<file path="config.mk">
export PLATFORM = sky130hd
export DESIGN_NAME = smpclk_rate_monitor
export DESIGN_NICKNAME = d
export VERILOG_FILES = /design/src/rtl/smon_pkg.sv /design/src/rtl/smon_edge_sync.sv /design/src/rtl/smon_period_counter.sv /design/src/rtl/smon_fsm.sv /design/src/rtl/smpclk_rate_monitor.sv
export SDC_FILE = /design/constraint.sdc
export NUM_CORES = 1
export LEC_CHECK = 0
export BUFFER_PORTS_ARGS = -buffer_cell sky130_fd_sc_hd__buf_2
export CAP_MARGIN = 15
export CORE_ASPECT_RATIO = 0.8
export CORE_MARGIN = 2
export CORE_UTILIZATION = 30
export CTS_CLUSTER_SIZE = 12
export DETAILED_ROUTE_END_ITERATION = 10
export GPL_ROUTABILITY_DRIVEN = 0
export PLACE_DENSITY = 0.54
export SYNTH_ARGS = -nofsm -noshare
export SYNTH_HDL_FRONTEND = slang
export SYNTH_SLANG_ARGS = --single-unit
</file>
<file path="constraint.sdc">
create_clock -name clk_i -period 2.82 [get_ports clk_i]
set_input_delay 0.141 -clock clk_i [delete_from_list [all_inputs] [get_ports clk_i]]
set_output_delay 0.141 -clock clk_i [all_outputs]
set_load 0.05 [all_outputs]
</file>
<file path="src/rtl/smon_pkg.sv">
package smon_pkg;

    // Default limit: allowed bus cycles per sampling period.
    localparam int unsigned SMON_RATIO_DEFAULT = 16;
    // Default depth of the resynchronising flop chain.
    localparam int unsigned SMON_SYNC_DEFAULT  = 2;

    typedef enum logic [1:0] {
        SM_OFF   = 2'd0,
        SM_WATCH = 2'd1,
        SM_FAULT = 2'd2,
        SM_PROVE = 2'd3
    } smon_state_e;

endpackage

</file>
<file path="src/rtl/smon_edge_sync.sv">
module smon_edge_sync #(
    parameter int unsigned STAGES = 2
) (
    input  logic clk_i,
    input  logic rst_ni,
    input  logic async_i,
    output logic rise_o
);

    logic last_q;
    logic synced_w;

    genvar g;
    generate
        for (g = 0; g < STAGES; g++) begin : g_stage
            logic stage_q;
            if (g == 0) begin : g_first
                always_ff @(posedge clk_i or negedge rst_ni) begin
                    if (!rst_ni) stage_q <= 1'b0;
                    else         stage_q <= async_i;
                end
            end else begin : g_next
                always_ff @(posedge clk_i or negedge rst_ni) begin
                    if (!rst_ni) stage_q <= 1'b0;
                    else         stage_q <= g_stage[g-1].stage_q;
                end
            end
        end
    endgenerate

    assign synced_w = g_stage[STAGES-1].stage_q;

    // One extra flop remembers the previous synchronised level
    always_ff @(posedge clk_i or negedge rst_ni) begin
        if (!rst_ni) last_q <= 1'b0;
        else         last_q <= synced_w;
    end

    assign rise_o = synced_w & ~last_q;

endmodule

</file>
<file path="src/rtl/smon_period_counter.sv">
module smon_period_counter #(
    parameter int unsigned LIMIT = 16,
    parameter int unsigned CW    = $clog2(LIMIT + 1)
) (
    input  logic          clk_i,
    input  logic          rst_ni,
    input  logic          hold_i,
    input  logic          restart_i,
    output logic [CW-1:0] count_o,
    output logic          expired_o
);

    localparam logic [CW-1:0] LIMIT_C = CW'(LIMIT);

    logic [CW-1:0] count_q;

    // Counts bus cycles since the last sampling edge and saturates at the limit
    always_ff @(posedge clk_i or negedge rst_ni) begin
        if (!rst_ni) begin
            count_q <= '0;
        end else if (hold_i || restart_i) begin
            count_q <= '0;
        end else if (count_q < LIMIT_C) begin
            count_q <= count_q + 1'b1;
        end
    end

    assign count_o   = count_q;
    assign expired_o = (count_q >= LIMIT_C);

endmodule

</file>
<file path="src/rtl/smon_fsm.sv">
module smon_fsm
    import smon_pkg::*;
(
    input  logic        clk_i,
    input  logic        rst_ni,
    input  logic        enable_i,
    input  logic        rise_i,
    input  logic        expired_i,
    input  logic        clear_i,
    output smon_state_e state_o,
    output logic        hold_o,
    output logic        live_o,
    output logic        pulse_o,
    output logic        sticky_o
);

    smon_state_e state_q;
    smon_state_e state_d;
    logic        onset_w;
    logic        pulse_q;
    logic        sticky_q;

    // Next-state logic
    always_comb begin
        state_d = state_q;
        if (!enable_i) begin
            state_d = SM_OFF;                                  // shutdown
        end else begin
            unique case (state_q)
                SM_OFF:   state_d = SM_WATCH;                  // start
                SM_WATCH: if (expired_i) state_d = SM_FAULT;   // overrun
                SM_FAULT: if (rise_i)    state_d = SM_PROVE;   // first_edge
                SM_PROVE: begin
                    if (expired_i)   state_d = SM_FAULT;       // relapse
                    else if (rise_i) state_d = SM_WATCH;       // healed
                end
                default:  state_d = SM_OFF;
            endcase
        end
    end

    // State register
    always_ff @(posedge clk_i or negedge rst_ni) begin
        if (!rst_ni) state_q <= SM_OFF;
        else         state_q <= state_d;
    end

    // A new episode starts only when a healthy state is left for FAULT
    assign onset_w = (state_q == SM_WATCH) && (state_d == SM_FAULT);

    // Output register: the pulse and the sticky flag, where a set beats a clear
    always_ff @(posedge clk_i or negedge rst_ni) begin
        if (!rst_ni) begin
            pulse_q  <= 1'b0;
            sticky_q <= 1'b0;
        end else begin
            pulse_q <= onset_w;
            if (onset_w)      sticky_q <= 1'b1;
            else if (clear_i) sticky_q <= 1'b0;
        end
    end

    assign state_o  = state_q;
    assign hold_o   = (state_q == SM_OFF);
    assign live_o   = (state_q == SM_FAULT) || (state_q == SM_PROVE);
    assign pulse_o  = pulse_q;
    assign sticky_o = sticky_q;

endmodule

</file>
<file path="src/rtl/smpclk_rate_monitor.sv">
module smpclk_rate_monitor
    import smon_pkg::*;
#(
    parameter int unsigned RATIO_LIMIT = SMON_RATIO_DEFAULT,
    parameter int unsigned SYNC_STAGES = SMON_SYNC_DEFAULT
) (
    input  logic clk_i,
    input  logic rst_ni,
    input  logic enable_i,
    input  logic smp_clk_i,
    input  logic err_clear_i,
    input  logic irq_en_i,
    output logic err_live_o,
    output logic err_sticky_o,
    output logic err_pulse_o,
    output logic irq_o
);

    localparam int unsigned CNT_W = $clog2(RATIO_LIMIT + 1);

    logic              rise_w;
    logic              hold_w;
    logic              expired_w;
    logic [CNT_W-1:0]  cnt_w;
    smon_state_e       state_w;
    logic              sticky_w;

    smon_edge_sync #(
        .STAGES (SYNC_STAGES)
    ) u_sync (
        .clk_i   (clk_i),
        .rst_ni  (rst_ni),
        .async_i (smp_clk_i),
        .rise_o  (rise_w)
    );

    smon_period_counter #(
        .LIMIT (RATIO_LIMIT),
        .CW    (CNT_W)
    ) u_cnt (
        .clk_i     (clk_i),
        .rst_ni    (rst_ni),
        .hold_i    (hold_w),
        .restart_i (rise_w),
        .count_o   (cnt_w),
        .expired_o (expired_w)
    );

    smon_fsm u_fsm (
        .clk_i     (clk_i),
        .rst_ni    (rst_ni),
        .enable_i  (enable_i),
        .rise_i    (rise_w),
        .expired_i (expired_w),
        .clear_i   (err_clear_i),
        .state_o   (state_w),
        .hold_o    (hold_w),
        .live_o    (err_live_o),
        .pulse_o   (err_pulse_o),
        .sticky_o  (sticky_w)
    );

    assign err_sticky_o = sticky_w;
    assign irq_o        = sticky_w & irq_en_i;

endmodule

</file>
==> metrics <==
status=completed; clk_lat worst skew=0.27 ns; CTS buffer count=3; clock transition at the registers of the reported paths=0.07 ns; Cells after Synth=41; H-tree levels=1; Worst Path Required=2.96 ns; Post-CTS Setup Bufs=0; number of synthesis warnings=0; Syn Std Cell Area=489 µm²; initial antenna violation count=0; Syn-to-layout area delta=22.8%; CTS tree=built; hold buffer count at cts=2; CP Max Fanout=4; HPWL Detailed=550 µm; largest net degree at the start of global routing=13; Synth cell types=19; worst hold slack=0.0987 ns; Initial Util=0.310; ratio of cells with drive above 1 in the final layout=0.278; Ant. Diodes=0; full die area=0.00197 mm²; Min Clock Period, post-route=1.16 ns; Worst-Margin Slew=0.531 ns; Rel. slew slack=0.642; Resize count post-CTS=0; Post-Route WL=746 µm; worst hold path class=in2reg; setup TNS=0 ns; via count=301; Die Y=40.1 µm; initial DRC count=1; CP endpoint kind=flip-flop; sequential area share after synthesis=0.614; synthesized flop and latch total=12; Cell Rows=13; fmax=0.865 GHz; period utilization=0.410; gr ovfl total=0; hold path startpoint=enable_i; beginning of the critical path=u_cnt.count_o[0]; Slew Viols, Final=0; Avg Inst Size Synth=11.9 µm²; port bufs=9; Antenna Nets Post-Route=0; first-pass GRT wire length=1190 µm; Tot GR Track Use=0.0899; Mapped Nets=49; leading cell type in the layout, fill and taps excluded=dfrtp_1; skew final=0.00392 ns; CTS root buf=clkbuf_4; Clock Tree Buf Depth=2; Core ar.=0.00158 mm²; vias in the first global route=246; Arrival @ worst endpoint=1.29 ns; Nets=64; PD cells=504 mW/mm²; final hold violations=0; most frequent cells in the layout=12 x dfrtp_1, 9 x buf_2, 5 x nor2_1; max_cap viols=0; RSZ-0062 raised after global routing=false; Die W=49.2 µm; critical path class=reg2reg; drt wl/cell=9.82 µm; DRT Pass-1 Iters=3; TritonCTS Sinks=12; I/O Pins=10; worst r2r src=u_cnt.count_o[0]; Remaining DRCs=0; Total Power=0.302 mW; leakage power=0.310 nW; VDD IR max=339 µV; Final Setup Violations=0; via/cell ratio=3.96; crit start category=flip-flop
[power breakdown]
part | switching, mW | internal [mW]
sequential | 0.00448 | 0.178
clock | 0.0515 | 0.0493
combinational | 0.0100 | 0.00946
[Yosys cell counts]
master / number / area share
o21ai_0: 2 / 0.020
xnor2_1: 1 / 0.018
and2b_2: 1 / 0.018
nand2b_1: 1 / 0.013
nand2_1: 1 / 0.0077
a31oi_1: 2 / 0.026
xor2_1: 2 / 0.036
ha_1: 2 / 0.051
a21o_1: 1 / 0.015
nor2_1: 5 / 0.038
mux2i_1: 1 / 0.020
and2_1: 1 / 0.013
nand4b_1: 1 / 0.018
inv_1: 4 / 0.031
clkbuf_1: 1 / 0.0077
a21boi_0: 1 / 0.015
dfrtp_1: 12 / 0.61
nor3b_2: 1 / 0.026
nand2_2: 1 / 0.013
[cell type report]
class                      count  area, µm²
clock buffer                   3       22.5
tap                           22       27.5
sequential                    12        300
inverter                       4       15.0
multi-input combinational     24        170
fill                         155        977
timing repair buffer          11       65.1
[logic make-up after synthesis]
family                   Yosys count  share of synthesized area
buffers and inverters              5                     0.0383
adder cells (fa/ha/maj)            2                     0.0511
AND/OR/NAND/NOR                   12                      0.146
flip-flops                        12                      0.614
XOR/XNOR                           3                     0.0537
multiplexers                       1                     0.0205
AO/OA/AOI/OAI                      6                     0.0767
[routing by layer]
metal	GRT usage	routed length, µm	up-vias
li1	-	-	159
met1	0.137	418	137
met2	0.0845	289	5
met3	0.0560	38	0
met4	0.0429	0	0
met5	0	0	-
[flip-flops by register name, summed over array words and instances (netlist names)]
register / count
u_cnt.count_o: 5
u_fsm.pulse_o: 1
u_sync.last_q: 1
u_fsm.sticky_o: 1
u_sync.g_stage.stage_q: 2
u_fsm.state_o: 2
[critical path, cell delays in order, from the launching register on]
cell	delay, ns
dfrtp_1	0.42
ha_1	0.23
and2b_2	0.20
xnor2_1	0.13
nor2_1	0.05
[metrics by stage]
| stage | setup WS [ns] | utilization | instances | cell area, µm² |
|---|---|---|---|---|
| floorplan | 1.56 | - | 41 | 489 |
| global placement | 1.67 | 0.354 | 71 | 558 |
| detailed placement | 1.66 | 0.354 | 71 | 558 |
| CTS | 1.65 | 0.381 | 76 | 601 |
| global route | 1.48 | 0.381 | 76 | 601 |
| finish | 1.66 | 0.381 | 76 | 601 |
[worst paths after layout]
kind                       cells past startpoint  slack [ns]                   endpoint
max                                            4        1.66           u_cnt.count_o[2]
min                                            3         0.1           u_fsm.state_o[0]
max reg2reg                                    4        1.66           u_cnt.count_o[2]
min reg2reg                                    0        0.35  u_sync.g_stage[1].stage_q
max in group asynchronous                      2        2.33           u_cnt.count_o[0]
min in group asynchronous                      2        0.27           u_fsm.state_o[1]
Power figures use the tool's default switching activity.
